===== config.mk =====
export PLATFORM = sky130hd
export DESIGN_NAME = sbus_ctrl
export DESIGN_NICKNAME = d
export VERILOG_FILES = /design/src/rtl/sbus_pkg.sv /design/src/rtl/sbus_order_queue.sv /design/src/rtl/sbus_chan_regs.sv /design/src/rtl/sbus_shifter.sv /design/src/rtl/sbus_ctrl.sv
export SDC_FILE = /design/constraint.sdc
export NUM_CORES = 1
export LEC_CHECK = 0
export BUFFER_PORTS_ARGS = -buffer_cell sky130_fd_sc_hd__buf_4
export CAP_MARGIN = 40
export CORE_UTILIZATION = 60
export CTS_CLUSTER_DIAMETER = 150
export DETAILED_ROUTE_END_ITERATION = 10
export PLACE_DENSITY = 0.78
export SLEW_MARGIN = 20
export SYNTH_ARGS = -nofsm -noshare
export SYNTH_HDL_FRONTEND = slang
export SYNTH_HIERARCHICAL = 1
export SYNTH_SLANG_ARGS = --single-unit

===== constraint.sdc =====
create_clock -name clk -period 3.5 [get_ports clk]
set_input_delay 0.175 -clock clk [delete_from_list [all_inputs] [get_ports clk]]
set_output_delay 0.175 -clock clk [all_outputs]
set_load 0.005 [all_outputs]

===== src/rtl/sbus_pkg.sv =====
package sbus_pkg;
  localparam int unsigned CH_WORDS = 5;

  localparam logic [2:0] SLOT_PARAM = 3'd0;
  localparam logic [2:0] SLOT_DADDR = 3'd1;
  localparam logic [2:0] SLOT_DLEN  = 3'd2;
  localparam logic [2:0] SLOT_CTRL  = 3'd3;
  localparam logic [2:0] SLOT_DATA  = 3'd4;

  localparam int unsigned PB_STATUS = 4;
  localparam int unsigned PB_IRQEN  = 5;

  localparam int unsigned CB_START   = 0;
  localparam int unsigned CB_DIR_LSB = 2;
  localparam int unsigned CB_LEN_LSB = 4;

  typedef enum logic [1:0] {ENG_IDLE, ENG_LOW, ENG_HIGH} eng_state_t;

  typedef struct packed {
    logic [1:0] len_m1;
    logic       is_write;
  } xfer_cmd_t;
endpackage


===== src/rtl/sbus_order_queue.sv =====
module sbus_order_queue #(
  parameter int unsigned DEPTH = 3,
  parameter int unsigned IW    = 2
) (
  input  logic          clk,
  input  logic          rst,
  input  logic          push,
  input  logic [IW-1:0] push_idx,
  input  logic          pop,
  output logic [IW-1:0] head,
  output logic          empty
);
  localparam int unsigned PW = (DEPTH > 1) ? $clog2(DEPTH) : 1;
  localparam int unsigned CW = $clog2(DEPTH + 1);

  logic [IW-1:0] mem [DEPTH];
  logic [PW-1:0] wr_ptr, rd_ptr;
  logic [CW-1:0] count;

  always_ff @(posedge clk) begin
    if (push) mem[wr_ptr] <= push_idx;
  end

  always_ff @(posedge clk) begin
    if (rst) begin
      wr_ptr <= '0;
      rd_ptr <= '0;
      count  <= '0;
    end else begin
      if (push) wr_ptr <= (wr_ptr == PW'(DEPTH - 1)) ? '0 : wr_ptr + 1'b1;
      if (pop)  rd_ptr <= (rd_ptr == PW'(DEPTH - 1)) ? '0 : rd_ptr + 1'b1;
      count <= count + CW'(push) - CW'(pop);
    end
  end

  assign head  = mem[rd_ptr];
  assign empty = (count == '0);

  // each channel holds at most one entry, so the queue never overfills
  p_no_overflow_r10: assert property (@(posedge clk) disable iff (rst)
    push |-> (count < CW'(DEPTH)));
  p_no_underflow_r10: assert property (@(posedge clk) disable iff (rst)
    pop |-> !empty);
endmodule


===== src/rtl/sbus_chan_regs.sv =====
module sbus_chan_regs
  import sbus_pkg::*;
#(
  parameter int unsigned NDEV = 3
) (
  input  logic            clk,
  input  logic            rst,
  input  logic            wr_en,
  input  logic [2:0]      slot,
  input  logic [31:0]     wdata,
  input  logic            done,
  input  logic            done_rd,
  input  logic [31:0]     done_data,
  output logic            start,
  output logic            busy,
  output logic [NDEV-1:0] sel,
  output xfer_cmd_t       cmd,
  output logic [31:0]     data,
  output logic [31:0]     rd_word,
  output logic            irq
);
  logic            status, irq_en;
  logic [31:0]     daddr, dlen;
  logic [NDEV-1:0] sel_req, sel_low;
  logic            dir_ok;

  always_comb begin
    sel_req = wdata[NDEV-1:0];
    sel_low = sel_req & (~sel_req + NDEV'(1));
    dir_ok  = (wdata[CB_DIR_LSB+1:CB_DIR_LSB] == 2'b00) ||
              (wdata[CB_DIR_LSB+1:CB_DIR_LSB] == 2'b01);
    start   = wr_en && (slot == SLOT_CTRL) && wdata[CB_START] && dir_ok && !busy;
  end

  always_ff @(posedge clk) begin
    if (rst) begin
      status <= 1'b0;
      irq_en <= 1'b0;
      sel    <= '0;
      daddr  <= '0;
      dlen   <= '0;
      data   <= '0;
      busy   <= 1'b0;
      cmd    <= '0;
      irq    <= 1'b0;
    end else begin
      if (wr_en) begin
        case (slot)
          SLOT_PARAM: begin
            sel    <= sel_low;
            irq_en <= wdata[PB_IRQEN];
            if (wdata[PB_STATUS]) status <= 1'b0;
          end
          SLOT_DADDR: daddr <= wdata;
          SLOT_DLEN:  dlen  <= wdata;
          SLOT_CTRL: begin
            if (start) begin
              busy         <= 1'b1;
              cmd.len_m1   <= wdata[CB_LEN_LSB+1:CB_LEN_LSB];
              cmd.is_write <= wdata[CB_DIR_LSB];
            end
          end
          SLOT_DATA: if (!busy) data <= wdata;
          default: ;
        endcase
      end
      if (done) begin
        busy   <= 1'b0;
        status <= 1'b1;
        if (done_rd) data <= done_data;
      end
      irq <= status && irq_en;
    end
  end

  always_comb begin
    rd_word = '0;
    case (slot)
      SLOT_PARAM: begin
        rd_word[NDEV-1:0] = sel;
        rd_word[PB_STATUS] = status;
        rd_word[PB_IRQEN]  = irq_en;
      end
      SLOT_DADDR: rd_word = daddr;
      SLOT_DLEN:  rd_word = dlen;
      SLOT_DATA:  rd_word = data;
      default:    rd_word = '0;
    endcase
  end

  // a control write while busy leaves the latched command untouched
  p_ctrl_busy_ignored_r9: assert property (@(posedge clk) disable iff (rst)
    (busy && wr_en && slot == SLOT_CTRL) |=> $stable(cmd));
  // data is frozen while the transfer is outstanding
  p_data_frozen_r9: assert property (@(posedge clk) disable iff (rst)
    (busy && !done) |=> $stable(data));
  // completion from the engine sets the status bit
  p_done_sets_status_r8: assert property (@(posedge clk) disable iff (rst)
    done |=> status);
  // at most one device select stored
  p_sel_onehot_r2: assert property (@(posedge clk) disable iff (rst)
    $onehot0(sel));
endmodule


===== src/rtl/sbus_shifter.sv =====
module sbus_shifter
  import sbus_pkg::*;
#(
  parameter int unsigned NCH  = 3,
  parameter int unsigned NDEV = 3,
  parameter int unsigned HALF = 2,
  parameter int unsigned IW   = 2
) (
  input  logic                clk,
  input  logic                rst,
  input  logic                go,
  input  logic [IW-1:0]       chan_idx,
  input  logic [NDEV-1:0]     sel_bits,
  input  logic [31:0]         tx_data,
  input  xfer_cmd_t           cmd,
  input  logic                ser_in,
  output logic                take,
  output logic                ser_clk,
  output logic                ser_out,
  output logic [NCH*NDEV-1:0] dev_sel,
  output logic                done,
  output logic [IW-1:0]       done_chan,
  output logic                done_rd,
  output logic [31:0]         done_data
);
  localparam int unsigned CW = (HALF > 1) ? $clog2(HALF) : 1;

  eng_state_t          state;
  logic [CW-1:0]       cnt;
  logic [4:0]          bits_left;
  logic [31:0]         sh_tx, sh_rx;
  logic                cur_rd;
  logic [1:0]          cur_len;
  logic [NCH*NDEV-1:0] sel_place;

  assign take = go && (state == ENG_IDLE);

  always_comb begin
    sel_place = '0;
    for (int c = 0; c < NCH; c++) begin
      if (chan_idx == IW'(c)) sel_place[c*NDEV +: NDEV] = sel_bits;
    end
  end

  always_ff @(posedge clk) begin
    if (rst) begin
      state     <= ENG_IDLE;
      cnt       <= '0;
      bits_left <= '0;
      sh_tx     <= '0;
      sh_rx     <= '0;
      cur_rd    <= 1'b0;
      cur_len   <= '0;
      ser_clk   <= 1'b0;
      ser_out   <= 1'b0;
      dev_sel   <= '0;
      done      <= 1'b0;
      done_chan <= '0;
      done_rd   <= 1'b0;
      done_data <= '0;
    end else begin
      done <= 1'b0;
      case (state)
        ENG_IDLE: begin
          if (take) begin
            state     <= ENG_LOW;
            cnt       <= CW'(HALF - 1);
            bits_left <= {cmd.len_m1, 3'b111};
            sh_tx     <= cmd.is_write ? tx_data : '0;
            ser_out   <= cmd.is_write ? tx_data[31] : 1'b0;
            sh_rx     <= '0;
            cur_rd    <= !cmd.is_write;
            cur_len   <= cmd.len_m1;
            done_chan <= chan_idx;
            dev_sel   <= sel_place;
          end
        end
        ENG_LOW: begin
          if (cnt == '0) begin
            ser_clk <= 1'b1;
            sh_rx   <= {sh_rx[30:0], ser_in};
            state   <= ENG_HIGH;
            cnt     <= CW'(HALF - 1);
          end else begin
            cnt <= cnt - 1'b1;
          end
        end
        ENG_HIGH: begin
          if (cnt == '0) begin
            ser_clk <= 1'b0;
            if (bits_left == '0) begin
              state     <= ENG_IDLE;
              dev_sel   <= '0;
              ser_out   <= 1'b0;
              done      <= 1'b1;
              done_rd   <= cur_rd;
              done_data <= sh_rx << {~cur_len, 3'b000};
            end else begin
              bits_left <= bits_left - 1'b1;
              sh_tx     <= {sh_tx[30:0], 1'b0};
              ser_out   <= sh_tx[30];
              state     <= ENG_LOW;
              cnt       <= CW'(HALF - 1);
            end
          end else begin
            cnt <= cnt - 1'b1;
          end
        end
        default: state <= ENG_IDLE;
      endcase
    end
  end

  p_sel_onehot_r7: assert property (@(posedge clk) disable iff (rst)
    $onehot0(dev_sel));
  p_sel_off_idle_r7: assert property (@(posedge clk) disable iff (rst)
    (state == ENG_IDLE) |-> (dev_sel == '0));
  p_clk_idle_low_r6: assert property (@(posedge clk) disable iff (rst)
    (state == ENG_IDLE) |-> !ser_clk);
  p_out_moves_low_r4: assert property (@(posedge clk) disable iff (rst)
    !$stable(ser_out) |-> !ser_clk);
  p_read_quiet_r5: assert property (@(posedge clk) disable iff (rst)
    (state != ENG_IDLE && cur_rd) |-> !ser_out);
  p_done_pulse_r8: assert property (@(posedge clk) disable iff (rst)
    done |=> !done);
endmodule


===== src/rtl/sbus_ctrl.sv =====
module sbus_ctrl
  import sbus_pkg::*;
#(
  parameter int unsigned NCH  = 3,
  parameter int unsigned NDEV = 3,
  parameter int unsigned AW   = 8,
  parameter int unsigned HALF = 2
) (
  input  logic                clk,
  input  logic                rst,
  input  logic                bus_sel,
  input  logic                bus_we,
  input  logic [AW-1:0]       bus_addr,
  input  logic [31:0]         bus_wdata,
  output logic [31:0]         bus_rdata,
  output logic                ser_clk,
  output logic                ser_out,
  input  logic                ser_in,
  output logic [NCH*NDEV-1:0] dev_sel,
  output logic [NCH-1:0]      irq
);
  localparam int unsigned IW = (NCH > 1) ? $clog2(NCH) : 1;

  logic [31:0]     word_idx;
  logic [NCH-1:0]  hit, start_vec, busy_vec;
  logic [2:0]      slot_arr  [NCH];
  logic [NDEV-1:0] sel_arr   [NCH];
  xfer_cmd_t       cmd_arr   [NCH];
  logic [31:0]     data_arr  [NCH];
  logic [31:0]     rword_arr [NCH];

  logic            push, q_empty, take;
  logic [IW-1:0]   push_idx, head;
  logic [NDEV-1:0] head_sel;
  xfer_cmd_t       head_cmd;
  logic [31:0]     head_data, rd_mux;
  logic            eng_done, eng_done_rd;
  logic [IW-1:0]   eng_done_chan;
  logic [31:0]     eng_done_data;

  assign word_idx = 32'(bus_addr[AW-1:2]);

  for (genvar c = 0; c < NCH; c++) begin : g_chan
    localparam int unsigned BASE = c * CH_WORDS;
    assign hit[c]      = bus_sel && (word_idx >= BASE) && (word_idx < BASE + CH_WORDS);
    assign slot_arr[c] = 3'(word_idx - BASE);

    sbus_chan_regs #(.NDEV(NDEV)) i_regs (
      .clk       (clk),
      .rst       (rst),
      .wr_en     (hit[c] && bus_we),
      .slot      (slot_arr[c]),
      .wdata     (bus_wdata),
      .done      (eng_done && (eng_done_chan == IW'(c))),
      .done_rd   (eng_done_rd),
      .done_data (eng_done_data),
      .start     (start_vec[c]),
      .busy      (busy_vec[c]),
      .sel       (sel_arr[c]),
      .cmd       (cmd_arr[c]),
      .data      (data_arr[c]),
      .rd_word   (rword_arr[c]),
      .irq       (irq[c])
    );
  end

  always_comb begin
    push     = |start_vec;
    push_idx = '0;
    rd_mux   = '0;
    head_sel = '0;
    head_cmd = '0;
    head_data = '0;
    for (int c = 0; c < NCH; c++) begin
      if (start_vec[c]) push_idx = IW'(c);
      if (hit[c]) rd_mux = rword_arr[c];
      if (head == IW'(c)) begin
        head_sel  = sel_arr[c];
        head_cmd  = cmd_arr[c];
        head_data = data_arr[c];
      end
    end
  end

  always_ff @(posedge clk) begin
    if (rst) bus_rdata <= '0;
    else if (bus_sel && !bus_we) bus_rdata <= rd_mux;
  end

  sbus_order_queue #(.DEPTH(NCH), .IW(IW)) i_queue (
    .clk      (clk),
    .rst      (rst),
    .push     (push),
    .push_idx (push_idx),
    .pop      (take),
    .head     (head),
    .empty    (q_empty)
  );

  sbus_shifter #(.NCH(NCH), .NDEV(NDEV), .HALF(HALF), .IW(IW)) i_eng (
    .clk       (clk),
    .rst       (rst),
    .go        (!q_empty),
    .chan_idx  (head),
    .sel_bits  (head_sel),
    .tx_data   (head_data),
    .cmd       (head_cmd),
    .ser_in    (ser_in),
    .take      (take),
    .ser_clk   (ser_clk),
    .ser_out   (ser_out),
    .dev_sel   (dev_sel),
    .done      (eng_done),
    .done_chan (eng_done_chan),
    .done_rd   (eng_done_rd),
    .done_data (eng_done_data)
  );

  // only one start per cycle can enter the queue
  p_one_start_r10: assert property (@(posedge clk) disable iff (rst)
    $onehot0(start_vec));
  // an accepted start always comes from an idle channel
  p_start_idle_r9: assert property (@(posedge clk) disable iff (rst)
    |(start_vec & busy_vec) == 1'b0);
endmodule


Yosys cells after proc, flatten, opt, wreduce, memory -nomap -nowiden:

Memory sizes are Yosys's and may differ from the RTL's. A register that Yosys moved wholly into a read port is not among the register bits.
Cells that the tools add are included.

* register bits: 477
* memory bits (writable): 6
* input bits: 45
* logic and storage cells: 277
* memories kept: 1

* add/subtract/negate cells: 9
* order comparisons: 6
* equal/unequal tests: 26
* shifts and indexed selects: 1
* multiplexer cells: 94
* bitwise logic cells: 5
* reduce and logical (&&, ||, !) cells: 87

Memories
* i_queue.mem: words 3, bits a word 2, read ports 1, clocked after Yosys merged registers in 1, write ports 1, RTL line sbus_order_queue.sv:16 `logic [IW-1:0] mem [DEPTH];`

Operators with widths (count)
* 2-to-1 mux 32 bit: 23
* one-hot mux 26 bit (3 select lines): 3
* 2-to-1 mux 31 bit: 4
* one-hot mux 32 bit (2 select lines): 1
* one-hot mux 31 bit (2 select lines): 1
* one-hot mux 3 bit (4 select lines): 3
* AND reduction 3 bit: 11
* left shift 32 x 5 -> 32 bit: 1
* logical AND 1 bit: 29
* 2-to-1 mux 9 bit: 3
* 2-to-1 mux 1 bit: 25
* 2-to-1 mux 3 bit: 8
* one-hot mux 2 bit (4 select lines): 3
* nonzero test 2 bit: 12
* AND reduction 2 bit: 11
* equality test 3 x 2 -> 1 bit, second input constant: 6
* one-hot mux 9 bit (2 select lines): 1
* 2-to-1 mux 2 bit: 8
* 2-to-1 mux 5 bit: 3
* less-than comparator 6 x 4 -> 1 bit, second input constant: 2
* one-hot mux 1 bit (3 select lines): 4
* equality test 2 bit, second input constant: 5
* logical NOT 2 bit: 5
* one-hot mux 5 bit (2 select lines): 1
* 31 further kinds: 55

Logic depth before layout (Yosys ltp):

* word-level depth: 11
* gate-level depth with buffers: 12

Cells and area by module:

The synthesis kept the hierarchy.

By module, submodules not included
* sbus_chan_regs: times used 3, cells an instance 636, area an instance 4843.4 um2, sequential area each 2122.0 um2
* sbus_shifter: times used 1, cells an instance 582, area an instance 5121.2 um2, sequential area each 2422.3 um2
* sbus_ctrl: times used 1, cells an instance 385, area an instance 3138.0 um2, sequential area each 640.6 um2
* sbus_order_queue: times used 1, cells an instance 43, area an instance 544.3 um2, sequential area each 340.3 um2

Least setup slack after synthesis:

Ideal clock, no wire load.

* kind: input-to-reg
* start: input bus_addr[3]
* end: memory i_queue.mem[0][0], enable pin
* setup time: 0.321 ns
* arrival time: 2.556 ns
* data required time: 3.179 ns
* setup slack: 0.623 ns
* stages on the path: 10
* buffers on the path: 2
* path through: inv_1 > ha_1 > and2b_2 > clkbuf_1 > clkbuf_1 > nor4_1 > nand4bb_1 > nor2_1 > or3_1 > nor3b_2

* cells in the longest elaborated chain, start to end: 11
* elaborated cells between the ends (all ways): 35
* classes of those cells: add/sub: 2; order compare: 6; eq/ne: 3; mux: 2; reduce/logical: 22

Ends and longest elaborated chain
* from (decl): RTL line sbus_ctrl.sv:13 `input logic [AW-1:0] bus_addr,`
* greater-or-equal comparator 6 x 1 -> 1 bit: RTL line sbus_ctrl.sv:45 `assign hit[c] = bus_sel && (word_idx >= BASE) && (word_idx < BASE + CH_WORDS);`
* logical AND 1 bit (2 in a row): RTL line sbus_ctrl.sv:45
* logical AND 1 bit: RTL line sbus_ctrl.sv:51 `.wr_en (hit[c] && bus_we),`
* logical AND 1 bit * (4 in a row): RTL line sbus_chan_regs.sv:32 `start = wr_en && (slot == SLOT_CTRL) && wdata[CB_START] && dir_ok && !busy;`
* named net start_vec[0]: RTL line sbus_ctrl.sv:25 `logic [NCH-1:0] hit, start_vec, busy_vec;`
* OR reduction 3 bit *: RTL line sbus_ctrl.sv:68 `push = |start_vec;`
* named net push: RTL line sbus_ctrl.sv:32 `logic push, q_empty, take;`
* 2-to-1 mux 1 bit *: RTL line sbus_order_queue.sv:21 `if (push) mem[wr_ptr] <= push_idx;`
* 2-to-1 mux 1 bit (implied by the code) *: RTL line sbus_order_queue.sv:21
* to (decl): RTL line sbus_order_queue.sv:16

The timed path passes the listed nets; every way through them passes the cells marked *.

Worst setup path in the final report:

* start: input bus_addr[2]
* end: register g_chan[2].i_regs.dlen[29]

* cells in the longest elaborated chain, start to end: 5
* elaborated cells between the ends (all ways): 8
* classes of those cells: add/sub: 1; order compare: 2; eq/ne: 1; reduce/logical: 4

Ends and longest elaborated chain
* greater-or-equal comparator 6 x 4 -> 1 bit: RTL line sbus_ctrl.sv:45
* logical AND 1 bit (2 in a row): RTL line sbus_ctrl.sv:45
* logical AND 1 bit: RTL line sbus_ctrl.sv:51
* AND reduction 2 bit (no line) *
* to (signal assigned): RTL line sbus_chan_regs.sv:55 `SLOT_DLEN: dlen <= wdata;`
* to (decl): RTL line sbus_chan_regs.sv:23 `logic [31:0] daddr, dlen;`

Mark *: on every way between the ends. The rest lies on a longest branch, timed or not.
A chain may end at the register's enable or synchronous reset.

==> results.tsv <==
stage	metric	value	unit
worst_setup_path	rr_worst_depth	8	
worst_setup_path	crit_fanout	27	
yosys	yosysUniqueCellTypes	67	
sta	setup_viol	0	
clock_tree	cts_tree	done	
sta	grt_setup_unrepaired	no	
routing	first_pass_iters	8	
clock_tree	cts_buffers	50	
global_route	antenna_found_initial	5	
run	maxCapViolCount	0	
finish	area_delta_synth_final	12.3	%
pwr	p_sw_share	29.0	%
routing	drt_iter0_markers	3732	
worst_setup_path	crit_cells	13	
yosys	yosys-top-cells-area	dfxtp_1, nand2_1, a22oi_1	
clock_tree	ctsResizeCount	0	
pwr	pwr-share-comb	15.8	%
routing	via_count	23680	
pwr	p_leak	8.85	nW
finish	multiInputGateArea	0.0123	sq mm
worst_setup_path	crit_type	input pin to register	
sta	finalSetupTns	0	ns
clock_tree	cts_buffer_depth	3	
hold_path	hold_class	input pin to register	
clock_tree	path_clk_slew	0.07	ns
yosys	synthFlopType	dfxtp_1	
worst_setup_path	slowest_delay	0.56	ns
place	dp_hpwl	53500	microns
sta	max_slew_margin	30.2	%
sta	fin_crit_sh	84.8	%
clock_tree	root_buffer	clkbuf_16	
pwr	peakVddDrop	0.000568	V
global_route	grtUsageTotal	42.6	%
pwr	p_int	9.80	mW
sta	hold_violations	0	
pwr	p_switching	4.00	mW
floorplanning	coreArea	0.0379	sq mm
worst_setup_path	cp.buffers_inverters	6	
worst_setup_path	ff2ff_setup_slack	0.73	ns
pwr	powerDensity	526	mW/mm^2
yosys	synth-seq-cells	485	
yosys	avgSynthCellArea	8.00	sq um
worst_setup_path	r2r_end	i_eng/sh_tx[30]$_SDFFE_PP0P_	
yosys	syn_nets	2975	
floorplanning	dieArea	0.0397	sq mm
worst_setup_path	end_kind	register	
yosys	yosysSeqAreaShare	41.9	%
yosys	async_flop_share	0	%
worst_setup_path	crit_path_start	bus_addr[2]	
place	io_buffers	88	
global_route	grt-ovfl-total	0	
finish	final_nets	2941	
finish	regArea	0.00977	sq mm
yosys	netlist_top_cells_count	nand2_1, dfxtp_1, a21oi_1	
yosys	netlist_instances	2918	
status	status	complete, no violations	
pwr	p_seq_share	43.6	%
sta	worst_pin_slew	1.05	ns
floorplanning	fp.dieH	199	microns
place	gp_congestion	1.01	
routing	ant_nets	0	
clock_tree	cts_sinks	485	
floorplanning	rows	71	
worst_setup_path	cp_slowest_cell	dlygate4sd3_1	
global_route	grt_start_max_net_pins	219	
finish	fin_util	69.1	%
routing	drc	0	
yosys	ys.warnings.count	6	
worst_setup_path	path_delay_family	buffers and inverters	
global_route	grt_pass1_vias	21488	
floorplanning	start_util	61.5	%
clock_tree	clkLatencyLatePin	0.62	ns
worst_setup_path	worst_ep_required_time	4.07	ns
hold_path	hold_path_depth	3	
clock_tree	htreeDepth	2	
finish	final_layout_size_suffix_gt1_share	11.1	%
worst_setup_path	crit_chain	buf_4 -> inv_1 -> buf_4 -> ha_1 -> or3_1 -> nand2_1 -> nor3_1 -> buf_4 -> nor4bb_4 -> buf_12 -> nand2_1 -> a21oi_1 -> dlygate4sd3_1	
floorplanning	io_pins	91	
yosys	yosysTopAreaCellShare	41.1	%
pwr	pwr-share-clk	40.6	%
routing	wl	86100	microns
yosys	synth_most_common_cell	nand2_1	
sta	fmax	337	MHz
yosys	synth-edff-count	6	
finish	fillCellCount	3070	
sta	fin_worst_skew	0.0168	ns
routing	wl_per_cell	25.1	microns
worst_setup_path	crit_path_end	g_chan[2].i_regs/dlen[29]$_SDFFE_PP0P_	
worst_setup_path	crit_top_cell	buf_4	
worst_setup_path	startpoint_type	input pin	
floorplanning	die_x	199	microns
yosys	synth.largest_area_cell	dfxtp_1	
sta	min_period	2.97	ns
routing	via_per_inst	6.89	
worst_setup_path	arrival	3.54	ns
global_route	grt_first_pass_wirelength	129000	microns
yosys	synth_area	0.0233	sq mm
sta	maxSlewViolCount	0	
[worst reg2reg max path: stages (launching register included)]
cell      delay, ns
dfxtp_1        0.36
mux2i_1        0.12
o21ai_4        0.43
mux2i_1        0.18
o21ai_0        0.47
nor2b_2        0.24
buf_4          0.38
a22oi_1        0.24
a211oi_1       0.25
[how the worst min path moves through the flow]
stage,start,endpoint,slack [ns]
after floorplan,rst,i_queue/wr_ptr[1]$_SDFFE_PP0P_,0.24
after global placement,ser_in,i_eng/sh_rx[0]$_SDFFE_PP0P_,0.43
after detailed placement,ser_in,i_eng/sh_rx[0]$_SDFFE_PP0P_,0.44
after CTS,bus_sel,bus_rdata[11]$_SDFFE_PP0P_,0.02
after global routing,bus_sel,bus_rdata[11]$_SDFFE_PP0P_,0.04
final,bus_sel,bus_rdata[11]$_SDFFE_PP0P_,0.05
[cell type report]
class                           count  share of cell area (%)
Antenna cell                        1                 0.00955
Clock buffer                       71                    5.42
Clock inverter                     20                    1.05
Inverter                           19                   0.272
Multi-Input combinational cell   2125                    46.8
Sequential cell                   485                    37.3
Tap cell                          511                    2.44
Timing Repair Buffer              203                    6.75
[power groups by stage]
stage / registers, mW / logic [mW] / clock network [mW]
floorplan: 6.06 / 1.50 / 0
global placement: 6.11 / 1.99 / 0
detailed placement: 6.13 / 2.07 / 0
CTS: 6.01 / 2.11 / 5.59
global route: 6.04 / 2.34 / 5.83
finish: 6.02 / 2.18 / 5.60
[layout by cell type, fill, tap and decap left out, drive strengths merged, types with 16 or more instances in the layout]
cell	instances
mux2	16
o21ai	287
clkbuf	71
nand2b	20
dlygate4sd3	35
inv	20
dfxtp	479
a22oi	176
a21oi	247
nor2	202
nand3	42
nand2	578
and3	32
a31oi	81
nor2b	19
nor4b	36
a211oi	113
buf	168
mux2i	104
a311oi	21
[logic make-up (layout without fill, tap and decap cells)]
family,after synthesis,in the layout,synth area share (%)
other,0,1,0
and+or+nand+nor,1022,1022,20.4
xor gates and xnor gates,3,3,0.172
AOI/OAI and AO/OA,968,968,25.4
adders and majority gates,12,12,0.643
buffers and inverters,308,313,6.30
DFF,485,485,41.9
muxes,120,120,5.23
[flip-flops by register name (all words and copies together), names as in the netlist, 3 cells and up, named ones only]
signal,flops
g_chan.i_regs/irq_en,3
bus_rdata,32
g_chan.i_regs/irq,3
i_eng/dev_sel,9
g_chan.i_regs/data,96
i_eng/bits_left,5
i_queue/mem,6
g_chan.i_regs/cmd,9
g_chan.i_regs/daddr,96
g_chan.i_regs/status,3
i_eng/done_data,32
i_eng/sh_tx,31
g_chan.i_regs/sel,9
g_chan.i_regs/busy,3
i_eng/sh_rx,32
g_chan.i_regs/dlen,96
[routing by layer]
metal	global-route usage, %	vias up	routed length (microns)
met1	54.0	11051	31100
li1	-	10331	-
met2	63.2	1835	36500
met3	11.0	457	11300
met5	0	-	38
met4	29.7	6	7070
[per-stage QoR]
step                      instances  total power [mW]  instance area, sq um  hold WS (ns)  setup slack [ns]
after floorplan                2918              7.56                 23300         0.244             0.623
after global placement         3302              8.10                 24100         0.433             0.384
after detailed placement       3304              8.20                 24100         0.439             0.335
after CTS                      3430              13.7                 26100        0.0243             0.676
after global routing           3434              14.2                 26200        0.0399             0.441
final                          3435              13.8                 26200        0.0537             0.533
[timing repair]
action,4_1_cts,5_1_grt
setup buffers,0,0
hold buffers,35,0
hold endpoints to repair,239,0
(Power assumes the default switching activity.)
